[src/rtl/rsc_pkg.sv]
package rsc_pkg;
  typedef enum logic [1:0] {
    SL_EMPTY = 2'd0,
    SL_ONE   = 2'd1,
    SL_TWO   = 2'd2
  } slot_st_e;

  typedef enum logic [1:0] {
    WR_NONE = 2'd0,
    WR_A    = 2'd1,
    WR_B    = 2'd2,
    WR_FREE = 2'd3
  } wr_kind_e;
endpackage

[src/rtl/rsc_slot_buf.sv]
module rsc_slot_buf
  import rsc_pkg::*;
#(
  parameter int unsigned NSLOT  = 4,
  parameter int unsigned CRC_W  = 16,
  parameter int unsigned CORE_W = 2,
  localparam int unsigned IDX_W = $clog2(NSLOT),
  localparam int unsigned ENT_W = CRC_W + CORE_W,
  localparam int unsigned DAT_W = 2 * ENT_W
) (
  input  logic              clk,
  input  logic              rst_n,
  input  logic              wr_en_i,
  input  wr_kind_e          wr_kind_i,
  input  logic [IDX_W-1:0]  wr_idx_i,
  input  logic [CRC_W-1:0]  wr_fp_i,
  input  logic [CORE_W-1:0] wr_core_i,
  input  logic              seu_i,
  input  logic [IDX_W-1:0]  seu_idx_i,
  input  logic [IDX_W-1:0]  rd_idx_i,
  output slot_st_e          rd_st_o,
  output logic [CRC_W-1:0]  rd_fpa_o,
  output logic [CORE_W-1:0] rd_corea_o,
  output logic [CRC_W-1:0]  rd_fpb_o,
  output logic [CORE_W-1:0] rd_coreb_o,
  output logic              rd_par_ok_o
);
  logic [DAT_W-1:0] dat_a [NSLOT];
  slot_st_e         st_a  [NSLOT];
  logic             par_a [NSLOT];

  for (genvar g = 0; g < NSLOT; g++) begin : g_slot
    logic [DAT_W-1:0] dat_q, dat_d;
    slot_st_e         st_q, st_d;
    logic             par_q, par_d;
    logic             hit;

    assign hit = wr_en_i && (wr_idx_i == IDX_W'(g));

    always_comb begin
      dat_d = dat_q;
      st_d  = st_q;
      par_d = par_q;
      if (hit) begin
        unique case (wr_kind_i)
          WR_A: begin
            dat_d = {wr_fp_i, wr_core_i, {ENT_W{1'b0}}};
            st_d  = SL_ONE;
            par_d = ^{wr_fp_i, wr_core_i};
          end
          WR_B: begin
            dat_d = {dat_q[DAT_W-1 -: ENT_W], wr_fp_i, wr_core_i};
            st_d  = SL_TWO;
            par_d = ^{dat_q[DAT_W-1 -: ENT_W], wr_fp_i, wr_core_i};
          end
          WR_FREE: st_d = SL_EMPTY;
          default: ;
        endcase
      end
      if (seu_i && (seu_idx_i == IDX_W'(g))) begin
        dat_d[DAT_W-CRC_W] = ~dat_d[DAT_W-CRC_W];
      end
    end

    always_ff @(posedge clk or negedge rst_n) begin
      if (!rst_n) begin
        dat_q <= '0;
        st_q  <= SL_EMPTY;
        par_q <= 1'b0;
      end else begin
        dat_q <= dat_d;
        st_q  <= st_d;
        par_q <= par_d;
      end
    end

    assign dat_a[g] = dat_q;
    assign st_a[g]  = st_q;
    assign par_a[g] = par_q;
  end

  logic [DAT_W-1:0] rd_dat;
  assign rd_dat      = dat_a[rd_idx_i];
  assign rd_st_o     = st_a[rd_idx_i];
  assign rd_fpa_o    = rd_dat[DAT_W-1 -: CRC_W];
  assign rd_corea_o  = rd_dat[ENT_W +: CORE_W];
  assign rd_fpb_o    = rd_dat[CORE_W +: CRC_W];
  assign rd_coreb_o  = rd_dat[CORE_W-1:0];
  assign rd_par_ok_o = ((^rd_dat) == par_a[rd_idx_i]);

  // a first fingerprint only goes into an empty slot
  a_r3_a_into_empty: assert property (@(posedge clk) disable iff (!rst_n)
    (wr_en_i && wr_kind_i == WR_A) |-> (st_a[wr_idx_i] == SL_EMPTY));
  // a second fingerprint only follows a first one
  a_r5_b_after_a: assert property (@(posedge clk) disable iff (!rst_n)
    (wr_en_i && wr_kind_i == WR_B) |-> (st_a[wr_idx_i] == SL_ONE));
endmodule

[config.mk]
export PLATFORM = sky130hd
export DESIGN_NAME = rsc_slot_buf
export DESIGN_NICKNAME = d
export VERILOG_FILES = /design/src/rtl/rsc_pkg.sv /design/src/rtl/rsc_slot_buf.sv
export SDC_FILE = /design/constraint.sdc
export NUM_CORES = 1
export LEC_CHECK = 0
export ABC_AREA = 1
export ABC_CLOCK_PERIOD_IN_PS = 2100
export CORE_UTILIZATION = 54
export DETAILED_ROUTE_END_ITERATION = 8
export PLACE_DENSITY = 0.77
export SYNTH_ARGS = -nofsm -noshare
export SYNTH_HDL_FRONTEND = slang
export SYNTH_SLANG_ARGS = --single-unit
[constraint.sdc]
create_clock -name clk -period 2.1 [get_ports clk]
set_input_delay 0.42 -clock clk [delete_from_list [all_inputs] [get_ports clk]]
set_output_delay 0.42 -clock clk [all_outputs]
set_load 0.1 [all_outputs]
==> metrics.txt, run 1 <==
ys async rst share 1.00; Total GRT Usage 0.345; ratio of final minimum period to clock period 1.37; total grt overflow 0; f_max around 350 MHz; diode count 0; Post-Syn Nets 1478; input/output buffers between 60 and 70; Worst R2R End g_slot[2].par_q; worst slew pin tran ~510 ps; largest area contributor in the netlist dfrtp_1; R2R setup slack approximately 130 ps; met3 wire len 3.14 mm; drt total wl ~33 mm; outcome finished, violations left; prevailing post-synth register cell dfrtp_1; critical path launch point type register; Synth top area share 0.399; register area share after synthesis 0.399; Static Leakage roughly 7.4 nW; highest net fanout along the worst path 2; Pwr Density roughly 820 mW/mm²; top post-synthesis cells by count nand2_1, dfrtp_1, inv_1, o21ai_0, nand3_1; Max-cap violations 0; Clock Sinks around 160; min-delay src g_slot[2].dat_q[12]; M1 WL ~12 mm; layout cell share with drive strength beyond 1 0.248; Setup crit end rd_par_ok_o; initial DRC count between 1000 and 1500; largest cells by area after synthesis dfrtp_1, nand2_1, o21ai_0; Synth Warn # 0; Core ar. ~0.017 mm²; Die H 137 µm; Synth Cell Area about 0.0098 mm²; Min-Delay Path Class register to register; Final Hold Viols 0; average size of a mapped cell between 6 and 7 µm²; TritonCTS clock tree built; met2 routed WL around 15 mm; Worst-Skew Late Latency roughly 430 ps; Post-synth EDFFs 0; pin count of the biggest net entering global routing 47; initial antenna violation count 0; Post-Place Setup Slack -725 ps; Yosys reg bits 156; Worst EP arrival about 2500 ps; Post-Synthesis Cells 1442; critical path startpoint g_slot[0].dat_q[31]; VDD IR max 1.09 mV; violated checks negative setup slack; vias in the first global route slightly above 10000; drt pass-1 iters 6; Worst-path clk slew 70 ps; Crit Path Class register to output port; Die ar. roughly 0.019 mm²; Reg2Reg Depth 11; Starting Density 0.560; CTS root buf clkbuf_16; Ports 69; DR vias/cell about 5.6; Fin Clk Skew 4.92 ps; drc violations 0; crit end category output port; Vias around 11000; maximum buffer depth of the clock tree 2; ANT nets after route 0; Netlist cell types 29; Design Area, Final approximately 0.014 mm²; post-layout minimum cycle time about 2900 ps; Relative slew margins 0.657; final setup violation count 2; first-pass GRT wire length between 40 and 50 mm; Pins Over Slew Limit 0; DP HPWL about 21 mm; FP Rows 48; setup ws final -785 ps; RR Startpoint g_slot[2].dat_q[25]; CTS Buf Count 17; post-layout net count approximately 1700; top sig layer met4; RSZ-0062 raised after global routing true; count leader, synth nand2_1; H-tree depth 4; Area growth syn-to-layout 41.4%; Die W ~140 µm; drt wl/cell roughly 17 µm; critical path required time around 1700 ps; Fillers 1117; routability cong. between 0.8 and 0.9; Placed Area 0.0127 mm²
==> metrics by stage <==
| stage | util | instances | hold slack [ps] | power (mW) | setup TNS (ps) |
|---|---|---|---|---|---|
| finish | 0.792 | 1930 | 474 | 11.4 | -864 |
| global route | 0.792 | 1930 | 491 | 11.9 | -1070 |
| CTS | 0.768 | 1918 | 475 | 11.1 | -828 |
| detailed placement | 0.727 | 1880 | 391 | 8.07 | -17790 |
| global placement | 0.727 | 1880 | 386 | 7.93 | -14980 |
| floorplan | - | 1442 | 124 | 6.39 | -658 |
==> power breakdown <==
group	total [mW]	internal, mW	switching (mW)	leakage (nW)
clock	2.90	1.56	1.34	0.260
combinational	4.88	1.91	2.96	5.03
sequential	3.58	3.37	0.212	2.10
==> cells in the final DEF (no fill, tap or decap), types with 3 or more instances in the layout <==
cell / count
o21ai_1: 14
inv_2: 8
nand3_2: 9
xor2_1: 37
buf_4: 189
nor3_1: 4
clkbuf_16: 21
nand2_2: 60
inv_1: 87
ha_1: 6
buf_12: 57
xnor2_1: 43
or2_2: 3
clkdlybuf4s50_1: 17
inv_6: 5
mux2_2: 15
nand3_1: 70
dlymetal6s2s_1: 9
clkinv_4: 4
o21ai_0: 95
nand2_4: 3
clkinvlp_4: 12
nand2_1: 708
a21oi_1: 3
dfrtp_1: 156
xor2_2: 4
buf_6: 3
xnor2_2: 8
buf_16: 3
nor2_1: 26
==> state kept, by name, indices dropped and copies added (netlist names) <==
name          count
g_slot.st_q       8
g_slot.par_q      4
g_slot.dat_q    144
==> layout make-up <==
type / instances / area (µm²) / share of cell area
clock inverter: 14 / 114 / 0.00822
tap: 225 / 282 / 0.0203
inverter: 105 / 439 / 0.0317
multi-input combinational: 1128 / 5590 / 0.404
timing repair buffer: 284 / 3080 / 0.222
sequential: 156 / 3900 / 0.282
clock buffer: 18 / 439 / 0.0317
==> per-layer routing <==
layer	track usage	up-vias
met3	0.0615	177
met4	0.177	0
met1	0.423	5081
li1	-	4962
met5	0	-
met2	0.581	617
==> how the worst min path moves through the flow <==
stage                     endpoint  slack (ps)  depth (start not counted)
2_1_floorplan   g_slot[0].dat_q[0]         120                          0
3_3_place_gp   g_slot[0].dat_q[22]         390                          1
3_5_place_dp   g_slot[0].dat_q[22]         390                          1
4_1_cts        g_slot[1].dat_q[14]         470                          2
5_1_grt         g_slot[1].dat_q[7]         490                          2
6_report       g_slot[2].dat_q[12]         470                          2
==> critical path, stage by stage (launching register included) <==
cell and delay [ps]:
dfrtp_1 390, inv_1 70, nor2_1 50, o21ai_2 220, buf_4 150, nand2_1 60, nand2_2 100, nand2_1 70
nand2_2 130, nand2_2 80, nand2_2 120, nand3_2 120, nand2_4 110, nand3_4 100, nand2_8 90, buf_12 160
==> kinds of logic after synthesis <==
group | count (synthesis) | synth area share
AOI/OAI and AO/OA | 121 | 0.0639
xor gates and xnor gates | 92 | 0.0823
adders and majority gates | 6 | 0.00767
buffers and inverters | 158 | 0.0697
DFF | 156 | 0.399
muxes | 16 | 0.0187
and+or+nand+nor | 893 | 0.359
==> repair_timing <==
item | in CTS | in global routing
setup endpoints to repair | 1 | 9
buffers inserted | 3 | 10
resized for setup | 19 | 76
endpoints found under the hold margin | 42 | 0
pin swaps | 11 | 29
cloned | 2 | 4
hold buffers | 1 | 0
No activity file was read; power rests on OpenSTA's default activity.
==> run 2: changes to the inputs <==
- CORE_ASPECT_RATIO: unset -> 0.5
- SLEW_MARGIN: unset -> 10
==> metrics.txt, run 2 (synthesis results as in run 1) <==
outcome finished, violations left (unchanged); violated checks design-rule violations, negative setup slack (was negative setup slack); drt pass-1 iters 9 (was 6); Worst-Skew Late Latency 450 ps (was 430 ps); Largest register FFs 144 (unchanged); maximum buffer depth of the clock tree 2 (unchanged); worst slew pin tran 577 ps (was 514 ps); Clk pwr share 0.260 (was 0.256); post-layout minimum cycle time 2930 ps (was 2890 ps); Worst R2R End g_slot[1].par_q (was g_slot[2].par_q); ANT nets after route 0 (unchanged); RSZ-0062 raised after global routing true (unchanged); min-delay src g_slot[2].dat_q[16] (was g_slot[2].dat_q[12]); Worst path max stage delay 410 ps (was 390 ps); critical path required time 1680 ps (about the same); worst path bufs/invs 2 (was 3); most used cell, CP nand2_2 (unchanged); R2R setup slack -180 ps (was 130 ps); Vias 11900 (was 10800); VDD IR max 0.633 mV (was 1.09 mV); Area growth syn-to-layout 50.8% (was 41.4%); Total GRT Usage 0.360 (was 0.345); final cell count without fillers 1990 (was 1930); layout cell share with drive strength beyond 1 0.316 (was 0.248); first-pass GRT wire length 52.3 mm (was 49.3 mm); DR vias/cell 5.96 (was 5.62); ratio of final minimum period to clock period 1.40 (was 1.37); most frequent cells in the layout nand2_1, buf_4, dfrtp_1, nand2_2, o21ai_0 (was nand2_1, buf_4, dfrtp_1, o21ai_0, inv_1); Core Util, Final 0.840 (was 0.792); diode count 0 (unchanged); Worst-path clk slew 80 ps (was 70 ps); Crit Path Class register to output port (unchanged); Worst EP arrival 2510 ps (was 2470 ps); drt wl/cell 19.9 µm (was 17.0 µm); Pwr Density 839 mW/mm² (was 821 mW/mm²); f_max 341 MHz (was 347 MHz); most common cell after layout, fill and taps aside nand2_1 (unchanged); Hold Path Stages 2 (unchanged); TritonCTS clock tree built (unchanged); Min-Delay Path Class register to register (unchanged); Die W 192 µm (was 137 µm); RR Startpoint g_slot[1].dat_q[26] (was g_slot[2].dat_q[25]); Reg power frac 0.293 (was 0.315); Final Hold Viols 0 (unchanged); Comb power frac 0.448 (was 0.429); Die ar. 0.0187 mm² (about the same); pin count of the biggest net entering global routing 54 (was 47); Clock Sinks 156 (unchanged); Core ar. 0.0176 mm² (was 0.0175 mm²); Relative slew margins 0.615 (was 0.657); initial antenna violation count 0 (unchanged); Die H 97.2 µm (was 137 µm); CTS Buf Count 17 (unchanged); highest net fanout along the worst path 3 (was 2); dpl cells 1926 (was 1880); Max-cap violations 0 (unchanged); Design Area, Final 0.0148 mm² (was 0.0138 mm²); worst-path cell chain nand2_2 > nand2_2 > o21ai_4 > clkinvlp_4 > nand2_2 > nand2_2 > nand2_2 > nand2_4 > nand3_2 > nand2_1 > nand2_2 > nand2_4 > nand2_4 > nand2_8 > buf_12 (was inv_1 > nor2_1 > o21ai_2 > buf_4 > nand2_1 > nand2_2 > nand2_1 > nand2_2 > nand2_2 > nand2_2 > nand3_2 > nand2_4 > nand3_4 > nand2_8 > buf_12); cell-internal power 7.20 mW (was 6.85 mW); switching pwr 5.18 mW (was 4.51 mW); Fin Clk Skew 14.1 ps (was 4.92 ps); Static Leakage 7.87 nW (was 7.39 nW); Biggest register g_slot.dat_q (unchanged); final setup violation count 12 (was 2); Placed Area 0.0130 mm² (was 0.0127 mm²); Ports 69 (unchanged); Worst path top cell family by delay simple AND/OR/NAND/NOR gates (unchanged); Post-Place Setup Slack -798 ps (was -725 ps); FP Rows 34 (was 48); initial DRC count 1969 (was 1053); Pins Over Slew Limit 0 (unchanged); Total Power 12.4 mW (was 11.4 mW); CTS root buf clkbuf_16 (unchanged); Sw Ratio 0.418 (was 0.397); drc violations 2 (was 0); DP HPWL 22.1 mm (was 20.9 mm); vias in the first global route 10700 (was 10300); Starting Density 0.557 (was 0.560); H-tree depth 4 (unchanged); drt total wl 39.7 mm (was 32.8 mm); post-layout net count 1779 (was 1728); setup ws final -835 ps (was -785 ps); Slowest-stage cell, CP dfrtp_1 (unchanged); total grt overflow 0 (unchanged); crit end category output port (unchanged); routability cong. 0.955 (was 0.877); critical path launch point type register (unchanged); input/output buffers 68 (unchanged); Hold Path Sink g_slot[2].dat_q[16] (was g_slot[2].dat_q[12]); Reg2Reg Depth 11 (unchanged); largest registers g_slot.dat_q: 144 flops, g_slot.st_q: 8 flops, g_slot.par_q: 4 flops (unchanged)
[run 2: power groups by stage]
stage	registers [mW]	clock network, mW	logic, mW
after floorplan	3.63	0	2.76
after global placement	3.60	0	4.45
after detailed placement	3.62	0	4.59
after CTS	3.57	3.14	4.77
after global routing	3.65	3.31	5.81
final	3.62	3.21	5.54
[run 2: per-layer routing]
| layer | wire length (µm) | global-route usage | vias to the layer above |
|---|---|---|---|
| met5 | 0 | 0 | - |
| met2 | 18000 | 0.592 | 1003 |
| met4 | 2500 | 0.130 | 0 |
| met3 | 5170 | 0.0780 | 316 |
| met1 | 14100 | 0.466 | 5470 |
| li1 | - | - | 5066 |
[run 2: metrics by stage]
step,hold WS (ps),TNS [ps]
after floorplan,124,-658
after global placement,420,-9290
after detailed placement,422,-10670
after CTS,478,-658
after global routing,492,-2130
final,484,-1650
[run 2: worst register-to-register path: stages (launching register included)]
cell and delay [ps]:
dfrtp_1 410, buf_4 150, xnor2_1 350, xor2_1 220, nand2_1 110, nand2_1 90
nand3_1 190, nand2_1 210, inv_1 60, nand2_1 60, nand3_1 90, a21boi_0 250
[run 2: worst max-delay path by stage]
stage | from | to | slack (ps) | cells after the start
finish | g_slot[1].dat_q[31] | rd_par_ok_o | -830 | 15
global route | rd_idx_i[0] | rd_par_ok_o | -1020 | 20
CTS | g_slot[1].dat_q[31] | rd_par_ok_o | -660 | 16
detailed placement | rd_idx_i[0] | rd_par_ok_o | -800 | 18
global placement | rd_idx_i[0] | rd_par_ok_o | -700 | 20
floorplan | rd_idx_i[0] | rd_par_ok_o | -660 | 15
[run 2: timing repair]
item | in CTS | in global routing
gates resized for setup | 38 | 177
hold buffers | 1 | 0
endpoints found under the setup margin | 6 | 8
pin swaps | 19 | 78
cloned | 4 | 5
endpoints found under the hold margin | 49 | 0
buffers inserted | 2 | 21
[run 2: final cells by class]
cell class | count | area (µm²)
Timing Repair Buffer | 335 | 3580
Clock inverter | 14 | 148
Tap cell | 234 | 293
Multi-Input combinational cell | 1128 | 5960
Sequential cell | 156 | 3900
Clock buffer | 18 | 439
Fill cell | 908 | 2810
Inverter | 105 | 439
==> run 3: changes to the inputs <==
- ABC_AREA: 1 -> unset
- CELL_PAD_IN_SITES_DETAIL_PLACEMENT: unset -> 2
- CELL_PAD_IN_SITES_GLOBAL_PLACEMENT: unset -> 2
- CORE_UTILIZATION: 54 -> 35
- PLACE_DENSITY: 0.77 -> unset
- PLACE_DENSITY_LB_ADDON: unset -> 0.1
==> metrics.txt, run 3 <==
Core ar. 0.0220 mm² (was 0.0176 mm²); Ports 69 (unchanged); routability cong. 0.828 (was 0.955); Pwr Density 1210 mW/mm² (was 839 mW/mm²); pin count of the biggest net entering global routing 50 (was 54); Post-Place Setup Slack -1270 ps (was -798 ps); Die W 215 µm (was 192 µm); Area growth syn-to-layout 53.5% (was 50.8%); area fraction in compound gates after synthesis 0.0996 (was 0.0639); Synth Warn # 0 (unchanged); input/output buffers 68 (unchanged); most common cell after layout, fill and taps aside nand2_1 (unchanged); CTS root buf clkbuf_16 (unchanged); DR vias/cell 5.47 (was 5.96); Max-cap violations 0 (unchanged); largest area contributor in the netlist dfrtp_1 (unchanged); initial antenna violation count 2 (was 0); Synth Cell Area 0.00794 mm² (was 0.00979 mm²); CTS Buf Count 17 (unchanged); Synth Area in Simple Gates 0.106 (was 0.359); Netlist cell types 30 (was 29); final setup violation count 39 (was 12); outcome finished, violations left (unchanged); Biggest register g_slot.dat_q (unchanged); Relative slew margins 0.636 (was 0.615); drc violations 0 (was 2); setup ws final -1290 ps (was -835 ps); Pins Over Slew Limit 0 (unchanged); xor/xnor share of the synthesized area 0.145 (was 0.0823); Starting Density 0.362 (was 0.557); ANT nets after route 0 (unchanged); Final Hold Slack 493 ps (was 484 ps); Yosys reg bits 156 (unchanged); Post-Synthesis Cells 739 (was 1442); TritonCTS clock tree built (unchanged); worst-path cell chain mux4_2 > xor2_1 > xnor2_2 > xnor2_2 > buf_6 > xnor3_2 > xnor2_4 > buf_12 (was nand2_2 > nand2_2 > o21ai_4 > clkinvlp_4 > nand2_2 > nand2_2 > nand2_2 > nand2_4 > nand3_2 > nand2_1 > nand2_2 > nand2_4 > nand2_4 > nand2_8 > buf_12); drt pass-1 iters 5 (was 9); post-layout minimum cycle time 3390 ps (was 2930 ps); largest cells by area after synthesis dfrtp_1, xnor2_1, mux4_2 (was dfrtp_1, nand2_1, o21ai_0); ratio of final minimum period to clock period 1.62 (was 1.40); VDD IR max 1.41 mV (was 0.633 mV); critical path required time 1680 ps (about the same); Vias 7052 (was 11900); Total GRT Usage 0.286 (was 0.360); Die H 109 µm (was 97.2 µm); most used cell, CP xnor2_2 (was nand2_2); worst slew pin tran 546 ps (was 577 ps); Post-Syn Nets 775 (was 1478); average size of a mapped cell 10.7 µm² (was 6.79 µm²); top post-synthesis cells by count nand2_1, dfrtp_1, o21ai_0, xnor2_1, mux4_2 (was nand2_1, dfrtp_1, inv_1, o21ai_0, nand3_1); post-synthesis mux area share 0.123 (was 0.0187); ys async rst share 1.00 (unchanged); Slowest-stage cell, CP mux4_2 (was dfrtp_1); RSZ-0062 raised after global routing true (unchanged); FP Rows 38 (was 34); main combinational cell family by area after synthesis XOR/XNOR gates (was simple AND/OR/NAND/NOR gates); Setup TNS -4060 ps (was -1650 ps); largest registers g_slot.dat_q: 144 flops, g_slot.st_q: 8 flops, g_slot.par_q: 4 flops (unchanged); Final Hold Viols 0 (unchanged); Crit Path Class register to output port (unchanged); maximum buffer depth of the clock tree 2 (unchanged); layout cell share with drive strength beyond 1 0.367 (was 0.316); f_max 295 MHz (was 341 MHz); Synth top area share 0.492 (was 0.399); Worst-Skew Late Latency 460 ps (was 450 ps); H-tree depth 4 (unchanged); violated checks negative setup slack (was design-rule violations, negative setup slack); area share of fa/ha/maj cells after synthesis 0.00945 (was 0.00767); Die ar. 0.0233 mm² (was 0.0187 mm²); prevailing post-synth register cell dfrtp_1 (unchanged); Post-synth EDFFs 0 (unchanged); Fillers 2073 (was 908); Worst EP arrival 2970 ps (was 2510 ps); Worst-path clk slew 70 ps (was 80 ps); Static Leakage 5.43 nW (was 7.87 nW); initial DRC count 430 (was 1969); vias in the first global route 7784 (was 10700); Clock Sinks 156 (unchanged); critical path launch point type register (unchanged); Total Power 14.8 mW (was 12.4 mW); Largest register FFs 144 (unchanged); Fin Clk Skew 4.75 ps (was 14.1 ps); post-layout net count 1011 (was 1779); drt wl/cell 29.3 µm (was 19.9 µm); DP HPWL 20.7 mm (was 22.1 mm); first-pass GRT wire length 48.6 mm (was 52.3 mm); most frequent cells in the layout nand2_1, dfrtp_1, o21ai_0, buf_4, xnor2_1 (was nand2_1, buf_4, dfrtp_1, nand2_2, o21ai_0); highest net fanout along the worst path 2 (was 3); crit end category output port (unchanged); drt total wl 37.7 mm (was 39.7 mm); Min-Delay Path Class register to register (unchanged); total grt overflow 0 (unchanged); register area share after synthesis 0.492 (was 0.399); Worst path max stage delay 530 ps (was 410 ps); count leader, synth nand2_1 (unchanged)
-- run 3: cell families after synthesis --
logic type / after synthesis
fa+ha+maj: 6
mux: 47
xor+xnor: 119
compound gates: 156
buf+inv: 44
flops: 156
simple gates: 211
-- run 3: critical path: cells and delay by family (launching register included) --
family	cells	cell delay, ps
buffers and inverters	2	360
xor gates and xnor gates	5	1200
muxes	1	530
DFF	1	420
-- run 3: worst paths after layout --
path | end | startpoint | cells after the start | slack, ps
max reg2reg | g_slot[2].par_q | g_slot[2].dat_q[31] | 7 | -70
max | rd_par_ok_o | g_slot[3].dat_q[32] | 8 | -1290
max in group asynchronous | g_slot[1].dat_q[26] | rst_n | 3 | 970
min | g_slot[3].dat_q[11] | g_slot[3].dat_q[11] | 2 | 490
min in group asynchronous | g_slot[2].dat_q[22] | rst_n | 2 | 500
min reg2reg | g_slot[3].dat_q[11] | g_slot[3].dat_q[11] | 2 | 490
-- run 3: stage by stage --
| stage | utilization | instances | instance area [µm²] |
|---|---|---|---|
| final | 0.555 | 1289 | 12200 |
| after floorplan | - | 739 | 7970 |
| after CTS | 0.532 | 1271 | 11700 |
| after detailed placement | 0.485 | 1231 | 10700 |
| after global placement | 0.485 | 1231 | 10700 |
| after global routing | 0.555 | 1289 | 12200 |
-- run 3: final cells by class --
cell class | count | area (µm²) | share of cell area
clock inverters | 12 | 239 | 0.0196
multi-input cells | 539 | 4250 | 0.349
repair buffers | 259 | 2940 | 0.242
clock buffers | 20 | 467 | 0.0383
diodes | 1 | 2.50 | 0.000205
flip-flops and latches | 156 | 3900 | 0.320
well taps | 300 | 375 | 0.0308
inverters | 2 | 7.51 | 0.000616
-- run 3: repair_timing --
item,4_1_cts,5_1_grt
endpoints found under the hold margin,45,0
setup buffers,8,37
endpoints found under the setup margin,42,43
pin swaps,10,28
hold buffers,1,0
gates resized for setup,51,79
-- run 3: metal layers --
metal	GRT usage	part of all wire	wire, µm
met1	0.364	0.43	16100
met2	0.497	0.50	18700
met3	0.0563	0.048	1800
met4	0.0871	0.030	1150
met5	0	0.00029	11
-- run 3: power breakdown --
group	switching [mW]	internal, mW
logic	4.05	3.19
clock network	1.41	2.44
registers	0.302	3.40
total	5.77	9.03
